--- src/rtl/link_xlate.sv ---
module link_xlate #(
  parameter int AW  = 40,
  parameter int TNW = 12
) (
  input  logic          clk,
  input  logic          rst_n,
  input  logic          cfg_wr,
  input  logic [1:0]    cfg_sel,
  input  logic [AW-1:0] cfg_wdata,
  output logic          stat_ready,
  input  logic          req_valid,
  output logic          req_ready,
  input  logic [AW-1:0] req_addr,
  output logic          resp_valid,
  output logic [AW-1:0] resp_addr,
  output logic          resp_fault,
  output logic          mem_req_valid,
  output logic [AW-1:0] mem_req_addr,
  input  logic          mem_req_ready,
  input  logic          mem_rsp_valid,
  input  logic [63:0]   mem_rsp_data
);
  localparam int PW = AW - 12;
  localparam int MW = AW - 20;
  localparam logic [1:0] SEL_CTRL = 2'd0, SEL_MODE = 2'd1, SEL_TBASE = 2'd2, SEL_IBASE = 2'd3;

  typedef enum logic [1:0] {S_IDLE, S_ISSUE, S_WAIT, S_DONE} st_t;
  st_t st;

  logic          en_r, xl_r;
  logic [PW-1:0] tbase_r, cur_pg;
  logic [MW-1:0] ibase_r;
  logic [TNW-1:0] cur_tn;
  logic [AW-1:0] rq_addr;
  logic          is_link, go_fwd;

  logic [AW-1:0]  off;
  logic [TNW-1:0] tgt;
  logic           need_fwd, need_back;
  logic [8:0]     eidx;

  assign off       = rq_addr - {ibase_r, 20'b0};
  assign tgt       = off[20+TNW-1:20];
  assign need_fwd  = tgt > cur_tn;
  assign need_back = tgt < cur_tn;
  assign eidx      = need_fwd ? 9'd511 : (need_back ? 9'd510 : {1'b0, off[19:12]});

  assign stat_ready    = (st == S_IDLE);
  assign req_ready     = en_r && (st == S_IDLE);
  assign mem_req_valid = (st == S_ISSUE);
  assign mem_req_addr  = {cur_pg, eidx, 3'b000};

  always_ff @(posedge clk or negedge rst_n) begin
    if (!rst_n) begin
      en_r <= 1'b0; xl_r <= 1'b0;
      tbase_r <= '0; ibase_r <= '0;
      cur_pg <= '0; cur_tn <= '0;
    end else begin
      if (cfg_wr) begin
        case (cfg_sel)
          SEL_CTRL: begin
            en_r <= cfg_wdata[0];
            if (cfg_wdata[0] && !en_r) begin
              cur_pg <= tbase_r;
              cur_tn <= '0;
            end
          end
          SEL_MODE:  if (!en_r) xl_r <= cfg_wdata[0];
          SEL_TBASE: if (!en_r) tbase_r <= cfg_wdata[AW-1:12];
          SEL_IBASE: if (!en_r) ibase_r <= cfg_wdata[AW-1:20];
          default: ;
        endcase
      end
      if (st == S_WAIT && mem_rsp_valid && is_link && mem_rsp_data[0]) begin
        cur_pg <= mem_rsp_data[AW-1:12];
        cur_tn <= go_fwd ? cur_tn + 1'b1 : cur_tn - 1'b1;
      end
    end
  end

  always_ff @(posedge clk or negedge rst_n) begin
    if (!rst_n) begin
      st <= S_IDLE;
      rq_addr <= '0;
      is_link <= 1'b0; go_fwd <= 1'b0;
      resp_valid <= 1'b0; resp_addr <= '0; resp_fault <= 1'b0;
    end else begin
      case (st)
        S_IDLE: if (req_valid && req_ready) begin
          rq_addr <= req_addr;
          if (xl_r) st <= S_ISSUE;
          else begin
            resp_valid <= 1'b1; resp_addr <= req_addr; resp_fault <= 1'b0;
            st <= S_DONE;
          end
        end
        S_ISSUE: if (mem_req_ready) begin
          is_link <= need_fwd | need_back;
          go_fwd  <= need_fwd;
          st      <= S_WAIT;
        end
        S_WAIT: if (mem_rsp_valid) begin
          if (is_link && mem_rsp_data[0]) st <= S_ISSUE;
          else begin
            resp_valid <= 1'b1;
            resp_fault <= !mem_rsp_data[0];
            resp_addr  <= mem_rsp_data[0] ? {mem_rsp_data[AW-1:12], rq_addr[11:0]} : '0;
            st         <= S_DONE;
          end
        end
        S_DONE: begin
          resp_valid <= 1'b0;
          st <= S_IDLE;
        end
        default: st <= S_IDLE;
      endcase
    end
  end

  assert_pass_echo_R3: assert property (@(posedge clk) disable iff (!rst_n)
    (req_valid && req_ready && !xl_r) |=> (resp_valid && !resp_fault && resp_addr == $past(req_addr)));

  assert_busy_after_accept_R10: assert property (@(posedge clk) disable iff (!rst_n)
    (req_valid && req_ready) |=> !stat_ready);

  assert_mem_hold_R4: assert property (@(posedge clk) disable iff (!rst_n)
    (mem_req_valid && !mem_req_ready) |=> (mem_req_valid && $stable(mem_req_addr)));

  assert_fault_zero_R5: assert property (@(posedge clk) disable iff (!rst_n)
    (resp_valid && resp_fault) |-> (resp_addr == '0));

  assert_low_bits_R4: assert property (@(posedge clk) disable iff (!rst_n)
    (resp_valid && !resp_fault) |-> (resp_addr[11:0] == rq_addr[11:0]));

  assert_base_locked_R11: assert property (@(posedge clk) disable iff (!rst_n)
    (en_r && cfg_wr && cfg_sel == SEL_TBASE) |=> $stable(tbase_r));
endmodule

--- config.mk ---
export PLATFORM = sky130hd
export DESIGN_NAME = link_xlate
export DESIGN_NICKNAME = d
export VERILOG_FILES = /design/src/rtl/link_xlate.sv
export SDC_FILE = /design/constraint.sdc
export NUM_CORES = 1
export LEC_CHECK = 0
export BUFFER_PORTS_ARGS = -buffer_cell sky130_fd_sc_hd__buf_2
export CORE_MARGIN = 8
export CORE_UTILIZATION = 45
export DETAILED_ROUTE_END_ITERATION = 8
export GPL_TIMING_DRIVEN = 0
export PLACE_DENSITY = 0.78
export SLEW_MARGIN = 0
export SYNTH_ARGS = -nofsm -noshare
export SYNTH_HDL_FRONTEND = slang
export SYNTH_SLANG_ARGS = --single-unit
--- constraint.sdc ---
create_clock -name clk -period 4.1 [get_ports clk]
set_input_delay 0.615 -clock clk [delete_from_list [all_inputs] [get_ports clk]]
set_output_delay 0.615 -clock clk [all_outputs]
set_load 0.01 [all_outputs]
Word level (Yosys, flattened, before mapping)
Index checks and enable logic that the tools add are counted.
{ "op_classes": {"n_addsub": 3, "order_cmp": 2, "n_eq_ne": 11, "n_mux": 33, "n_bitwise": 2, "n_reduce_logical": 26} }
{ "ops": {"columns": ["op", "n"], "rows": [
  ["two-way mux 40 bit", 5],
  ["two-way mux 28 bit", 4],
  ["one-hot mux 40 bit (2 select lines)", 1],
  ["two-way mux 12 bit", 5],
  ["subtractor 32 bit", 1],
  ["two-way mux 9 bit", 2],
  ["AND reduction 3 bit", 5],
  ["adder 12 x 1 -> 12 bit, second input constant", 1],
  ["greater-than comparator 12 bit", 1],
  ["less-than comparator 12 bit", 1],
  ["subtractor 12 x 1 -> 12 bit, second input constant", 1],
  ["two-way mux 2 bit", 5],
  ["AND reduction 5 bit", 2],
  ["== test 2 bit, second input constant", 4],
  ["two-way mux 1 bit", 8],
  ["one-hot mux 2 bit (4 select lines)", 1],
  ["nonzero test 2 bit", 4],
  ["logical AND 1 bit", 7],
  ["inequality test 2 bit, second input constant", 3],
  ["AND reduction 2 bit", 3],
  ["== test 2 x 1 -> 1 bit, second input constant", 2],
  ["logical NOT 2 bit", 2],
  ["inequality test 2 x 1 -> 1 bit, second input constant", 2],
  ["one-hot mux 1 bit (3 select lines)", 1],
  ["5 further kinds", 6]
]} }
{ "word_totals": {"reg_bits": 160, "input_bits": 152, "out_inout_bits": 85, "wordCells": 90} }

Depth between registers and ports, before layout
Gate-level depths: netlist (run 1).
{ "depth": {"word_depth": 6, "mapped_depth": 17, "ltp_nobuf": 17} }

Least setup slack after synthesis (run 1)
OpenSTA, ideal clock, no wires.
{ "synth_path": {"path_kind": "register to output", "startpoint": "register rq_addr[20]", "endpoint": "output mem_req_addr[10]", "t_arrival_ns": 3.226, "path_slack_ns": 0.259, "path_stages_with_launch": 18, "path_buffers": 0, "path_cell_list": "dfrtp_1 inv_1 ha_1 inv_1 fa_1 a21o_1 a21oi_1 o211a_1 o21bai_1 a21oi_1 xnor2_1 ha_1 a21o_1 a21o_1 a21oi_1 o21ai_0 o31ai_2 or2_2"} }
{ "synth_between": {"elab_chain_len": 4, "elab_cells_between_ends": 5, "classes_between": "1 x add/sub; 2 x order compare; 2 x mux"} }
{ "synth_lines": {"columns": ["element", "line", "rtl"], "rows": [
  ["start, declared", "34", "logic [AW-1:0] rq_addr;"],
  ["start signal, assigned", "90", "rq_addr <= req_addr;"],
  ["subtractor 32 bit (*)", "42", "assign off = rq_addr - {ibase_r, 20'b0};"],
  ["less-than comparator 12 bit", "45", "assign need_back = tgt < cur_tn;"],
  ["two-way mux 9 bit", "46", "assign eidx = need_fwd ? 9'd511 : (need_back ? 9'd510 : {1'b0, off[19:12]});"],
  ["two-way mux 9 bit (*)", "46", null],
  ["end, declared", "18", "output logic [AW-1:0] mem_req_addr,"]
]} }
Every way passes the cells marked *; elsewhere a longest branch is shown, timed or not.

Worst setup path in the final report (run 1)
{ "layout_path": {"startpoint": "register rq_addr[20]", "endpoint": "output mem_req_addr[5]"} }
The elaborated chain is that of the path after synthesis.

==> results of run 1 <==
## power breakdown
group	leakage, nW	total, W	switching [W]	internal [W]
registers	1.91	0.00270	0.000417	0.00229
clock network	0.285	0.00162	0.000680	0.000940
logic	2.70	0.00452	0.00253	0.00199
total	4.89	0.00884	0.00363	0.00521
## worst max-delay path, stage by stage (launching register included)
cell and delay (ns):
dfrtp_1 0.37, inv_2 0.07, ha_4 0.13, inv_2 0.03, fa_2 0.33, a21o_1 0.19, a21oi_2 0.14, o211a_1 0.25
o21ai_2 0.08, a21oi_2 0.14, xnor2_1 0.09, ha_1 0.31, nand4_1 0.11, buf_4 0.17, o21ai_2 0.24, o31ai_4 0.10
buf_12 0.15, or2_2 0.28, buf_6 0.13
## cell usage in the layout, fill, tap and decap left out, types with 13 or more instances in the layout
| cell type | Yosys | routed |
|---|---|---|
| o21ai_0 | 46 | 43 |
| clkbuf_16 | 0 | 17 |
| ha_1 | 33 | 32 |
| nor2_1 | 60 | 58 |
| buf_4 | 4 | 13 |
| nand2_1 | 93 | 93 |
| clkbuf_1 | 16 | 16 |
| a31oi_1 | 41 | 41 |
| inv_1 | 33 | 31 |
| mux2i_1 | 30 | 30 |
| a21oi_1 | 22 | 18 |
| dfrtp_1 | 160 | 160 |
| buf_2 | 23 | 202 |
| xnor2_1 | 13 | 13 |
| nand3_1 | 45 | 45 |
| mux2_2 | 73 | 73 |
## cells in the mapped netlist, drive strengths merged (8+ instances only)
library cell    n
nor2           60
mux2i          30
nand3          45
a21o           10
ha             33
o21ai          47
buf            32
o21a            8
nand2          93
dfrtp         160
a21oi          22
xnor2          13
inv            33
a31oi          41
clkbuf         16
mux2           73
## metrics by stage
step                 util  total power [W]  hold WS (ns)  cell area, sq um
floorplan               -          0.00552         0.319              8070
global placement    0.523          0.00666         0.481              9290
detailed placement  0.525          0.00684         0.493              9330
CTS                 0.567          0.00877        0.0871             10100
global route        0.570          0.00950         0.105             10100
finish              0.570          0.00884        0.0859             10100
## flip-flops by register name, indices dropped and copies added, names as in the netlist
name,cells
resp_addr,40
en_r,1
st,2
cur_tn,12
tbase_r,28
resp_valid,1
ibase_r,12
resp_fault,1
xl_r,1
is_link,1
rq_addr,32
cur_pg,28
go_fwd,1
## layout make-up
class,count,area (sq um)
diodes,3,7.51
plain buffers,48,239
clock buffers,19,453
clock inverters,13,150
fillers,1542,7640
inverters,33,124
multi-input cells,542,3780
flip-flops and latches,160,4000
well taps,229,287
repair buffers,197,1090
## routing by layer
layer / vias to the layer above / share of wire
li1: 3165 / -
met1: 3305 / 0.41
met2: 282 / 0.47
met3: 55 / 0.085
met4: 6 / 0.030
met5: - / 0.0014
## path summary, 6_finish.rpt
path | to | cells past startpoint | slack [ns] | startpoint
setup / recovery | mem_req_addr[5] | 18 | -0.27 | rq_addr[20]$_DFFE_PN0P_
hold / removal | tbase_r[17]$_DFFE_PN0P_ | 1 | 0.09 | rst_n
max in group asynchronous | rq_addr[2]$_DFFE_PN0P_ | 2 | 3.11 | rst_n
min in group clk | cur_pg[21]$_DFFE_PN0P_ | 3 | 0.40 | mem_rsp_data[33]
hold reg to reg | ibase_r[7]$_DFFE_PN0P_ | 1 | 0.50 | ibase_r[7]$_DFFE_PN0P_
setup reg to reg | is_link$_DFFE_PN0P_ | 17 | 0.82 | rq_addr[20]$_DFFE_PN0P_
## kinds of logic after synthesis
| logic type | share of synthesized area |
|---|---|
| muxes | 0.139 |
| DFF | 0.496 |
| other | 0.000465 |
| adders and majority gates | 0.0562 |
| xor gates and xnor gates | 0.0206 |
| AOI/OAI and AO/OA | 0.114 |
| buffers and inverters | 0.0450 |
| and+or+nand+nor | 0.128 |
## what timing repair did
item / CTS / global route
endpoints found under the hold margin: 0 / 0
endpoints found under the setup margin: 9 / 9
gates cloned: 0 / 0
pin swaps: 10 / 6
setup buffers: 8 / 2
resized for setup: 21 / 6
==> reports/summary.txt, run 1 <==
Post-Place Setup Slack = -0.445 ns
Synthesis warning total = 0
GR Overflow Total = 0
Via Count = 6813
Io pins = 237
Final nets = 1186
CTS Root Cell = clkbuf_16
Number of global-route vias before repair = 7222
Num CTS Buffers = 17
Core ar. = 0.0178 sq mm
Clock sink count = 160
Grt met2 use = 0.347
Critical Path Fanout Max = 9
Area contributors post-synth = dfrtp_1, mux2_2, ha_1
Seq/Total Area, Yosys = 0.496
Max IR drop VDD = 0.390 mV
Worst Setup End Kind = primary output
Final setup viols = 9
FFs w/ async S/R, synth = 1.00
Violations in the final reports = setup timing
WP data required = 3.48 ns
Hold/Removal Path Class = in2async
Tcrit/Tclk final = 1.07
Final WS setup = -0.267 ns
Die span in x = 150 um
Post-synthesis cell type count = 50
Syn_area_per_cell = 10.3 sq um
Final Hold Fails = 0
GR Util met1 = 0.271
Post-Place Cells = 1199
First-pass GRT wire length = 38.0 mm
Final Skew = 0.00589 ns
Placed wire-length estimate = 17.8 mm
Slew @ Worst Pin = 0.929 ns
Syn-to-layout area delta = 25.7%
Register bit count reported by yosys = 160
Status = finished, violations left
Startpoint types = flip-flop
Clock transition at path regs = 0.07 ns
Area leader, netlist = dfrtp_1
Per-cell routed wire length = 19.4 um
Syn Inst Count = 781
Initial Utilization = 0.454
CTS tree = done
Initial antenna violation count = 6
Antenna-violating nets left = 0
Max Fclk = 229 MHz
RSZ-0062 raised after global routing = true
Crit Path Class = reg2out
Fin cells = 1244
Hold Buf Count CTS = 0
GP Congestion = 0.869
Latest clock arrival within the worst-skew pair = 0.43 ns
Initial drt markers = 367
WP data arrival = 3.75 ns
Input/output buffers = 186
Grt peak-use layer = met2
Post-synth top area share = 0.496
Setup_tns = -2.11 ns
Synthesized cell area = 0.00807 sq mm
First-pass DRT Iterations = 5
Max-slew violations = 0
Post-Route WL = 24.2 mm
Ys flop type = dfrtp_1
Die area = 0.0225 sq mm
Site row count = 49
# H-tree levels = 4
MaxCap Viol Count = 0
Gr usage total = 0.218
DRC Markers = 0
Pin count of the biggest net entering global routing = 113
Via density = 5.48
Crit path time final = 4.37 ns
Met3 Usage GRT = 0.0644
Pwr/cell area = 872 mW/mm^2
Post-synth EDFFs = 0
LEAKAGE = 4.89 nW
Die height = 150 um
Slew headroom = 0.381
Clock Path Buffers = 2
Layout cells sized above 1 = 0.351
(Power assumes the default switching activity.)
==> run 2, diff against run 1 <==
--- a/config.mk
+++ b/config.mk
@@ -11,6 +11,7 @@
 export DETAILED_ROUTE_END_ITERATION = 8
 export GPL_TIMING_DRIVEN = 0
 export PLACE_DENSITY = 0.78
+export REMOVE_ABC_BUFFERS = 1
 export SLEW_MARGIN = 0
 export SYNTH_ARGS = -nofsm -noshare
 export SYNTH_HDL_FRONTEND = slang
==> run 2 against run 1 <==
Against the previous run: the run still ends with setup timing left; fmax decreased by 1.1%; sequential share of layout area about the same; critical path depth decreased by 1; global-route usage decreased by 2.1 points; total power decreased by 1.7%; critical path type unchanged; non-clock buffer count decreased by 37; worst hold slack improved by 0.081 ns; combinational power decreased by 5.8%; design area about the same; clock power increased by 6%; sequential cell count unchanged; count of clock-buffer cells in the layout decreased by 1; largest cell class unchanged.
==> reports/summary.txt, run 2 (synthesis gave the netlist of run 1 again) <==
Max Fclk = 226 MHz
P_int = 0.00523 W
Pwr/cell area = 857 mW/mm^2
Worst-path cell chain = inv_2 -> ha_4 -> inv_2 -> fa_2 -> a21o_1 -> a21oi_2 -> o211a_1 -> o21bai_1 -> a21oi_1 -> xnor2_1 -> ha_1 -> nand4_1 -> nor3_4 -> o31ai_4 -> buf_12 -> or2_4 -> buf_6
Initial Utilization = 0.454
Post-Place Setup Slack = -0.709 ns
Die span in x = 150 um
Input/output buffers = 187
Placed wire-length estimate = 15.4 mm
GP Congestion = 0.801
Final nets = 1149
Initial drt markers = 332
Fillers = 1544
DRC Markers = 0
Status = finished, violations left
Slew headroom = 0.268
CTS tree = done
Reg-to-reg startpoint = rq_addr[20]$_DFFE_PN0P_
Initial antenna violation count = 0
Hold Buf Count CTS = 0
Slew @ Worst Pin = 1.09 ns
Final WS setup = -0.316 ns
Max-slew violations = 0
Max IR drop VDD = 0.536 mV
CTS Root Cell = clkbuf_16
MaxCap Viol Count = 0
Die height = 150 um
Max reg flops = 40
N_diodes = 0
Final Skew = 0.00970 ns
Die area = 0.0225 sq mm
Crit Path Class = reg2out
Clock Power Share = 0.198
Per-cell routed wire length = 18.2 um
Reg2Reg Depth = 17
Most used cell, CP = inv_2
Combinational share of power = 0.491
Top reg by flops = resp_addr
Design Power = 0.00869 W
Worst path top cell family by delay = compound AO/OA/AOI/OAI gates
First-pass DRT Iterations = 4
Post-Route WL = 21.9 mm
Layout cells sized above 1 = 0.349
Num CTS Buffers = 17
Gr usage total = 0.197
Final setup viols = 9
Violations in the final reports = setup timing
First-pass GRT wire length = 34.8 mm
Tcrit/Tclk final = 1.08
Seq pwr share = 0.311
Worst reg2reg path endpoint = is_link$_DFFE_PN0P_
Via Count = 6401
WP data arrival = 3.80 ns
Worst Setup End Kind = primary output
GR Overflow Total = 0
LEAKAGE = 4.87 nW
Crit path time final = 4.42 ns
RSZ-0062 raised after global routing = true
Sw Pwr = 0.00347 W
Clock sink count = 160
Critical Path Fanout Max = 8
Core ar. = 0.0178 sq mm
# H-tree levels = 4
Pin count of the biggest net entering global routing = 84
Latest clock arrival within the worst-skew pair = 0.42 ns
Syn-to-layout area delta = 25.8%
Most frequent cells in the layout = buf_2, dfrtp_1, nand2_1
Largest regs = resp_addr x40, rq_addr x32
Critical Path Max Stage Delay = 0.38 ns
Startpoint types = flip-flop
Clock Path Buffers = 2
Setup_tns = -2.61 ns
Clock transition at path regs = 0.06 ns
Antenna-violating nets left = 0
Net Sw Frac = 0.399
R2R Setup Slk = 0.57 ns
Number of global-route vias before repair = 6711
Hold/Removal Path Class = in2async
Crit path buf inv count = 4
Via density = 5.32
Leading cell type in the layout, fill and taps excluded = buf_2
WP data required = 3.48 ns
Site row count = 49
Final Hold Fails = 0
Slowest cell on crit path = dfrtp_1
Io pins = 237
==> run 2: final cells by class <==
| class | count | area [sq um] | share of cell area |
|---|---|---|---|
| timing repair buffer | 208 | 1270 | 0.125 |
| clock inverter | 14 | 204 | 0.0201 |
| sequential | 160 | 4000 | 0.395 |
| inverter | 33 | 124 | 0.0122 |
| tap | 229 | 287 | 0.0282 |
| clock buffer | 18 | 439 | 0.0433 |
| multi-input combinational | 542 | 3820 | 0.376 |
==> run 2: per-layer routing <==
layer | share of wire | GRT usage | vias to the layer above | wire, um
met4 | 0.016 | 0.0635 | 0 | 355
li1 | - | - | 3079 | -
met1 | 0.42 | 0.239 | 3086 | 9220
met5 | 0 | 0 | - | 0
met2 | 0.48 | 0.321 | 211 | 10400
met3 | 0.085 | 0.0686 | 25 | 1870
==> run 2: power groups by stage <==
stage               logic, W  registers, W  clock network [W]
finish               0.00426       0.00270            0.00172
global route         0.00473       0.00279            0.00183
CTS                  0.00425       0.00270            0.00176
detailed placement   0.00406       0.00272                  0
global placement     0.00386       0.00267                  0
floorplan            0.00262       0.00280                  0
==> run 2: how the worst max path moves through the flow <==
| stage | startpoint | to | slack [ns] | cells after the start |
|---|---|---|---|---|
| 2_1_floorplan | st[0]$_DFFE_PN0P_ | cur_pg[0]$_DFFE_PN0P_ | -0.36 | 3 |
| 3_3_place_gp | st[0]$_DFFE_PN0P_ | cur_pg[21]$_DFFE_PN0P_ | -3.59 | 3 |
| 3_5_place_dp | rq_addr[20]$_DFFE_PN0P_ | mem_req_addr[4] | -0.71 | 18 |
| 4_1_cts | rq_addr[20]$_DFFE_PN0P_ | mem_req_addr[10] | -0.32 | 17 |
| 5_1_grt | rq_addr[20]$_DFFE_PN0P_ | mem_req_addr[4] | -0.50 | 17 |
| 6_report | rq_addr[20]$_DFFE_PN0P_ | mem_req_addr[4] | -0.32 | 17 |
==> run 2: worst register-to-register path, stage by stage, from the launching register on <==
cell and delay (ns):
dfrtp_1 0.38, inv_2 0.08, ha_4 0.13, inv_2 0.03
fa_2 0.33, a21o_1 0.18, a21oi_2 0.16, o211a_1 0.24
o21bai_1 0.10, a21oi_1 0.19, xnor2_1 0.09, ha_1 0.28
nand4_1 0.24, nor3_4 0.32, o31ai_4 0.12, buf_12 0.16
buf_4 0.14, mux2_2 0.26
==> run 2: per-stage QoR <==
| stage | area [sq um] | hold slack (ns) | utilization | cells |
|---|---|---|---|---|
| after floorplan | 7830 | 0.319 | - | 735 |
| after global placement | 9060 | 0.482 | 0.509 | 1151 |
| after detailed placement | 9300 | 0.492 | 0.523 | 1162 |
| after CTS | 10100 | 0.206 | 0.569 | 1201 |
| after global routing | 10100 | 0.212 | 0.571 | 1204 |
| final | 10100 | 0.167 | 0.571 | 1204 |
==> run 2: what timing repair did <==
action | CTS | global route
endpoints found under the setup margin | 10 | 9
buffers inserted | 7 | 3
endpoints found under the hold margin | 0 | 0
pin swaps | 13 | 11
resized for setup | 29 | 2
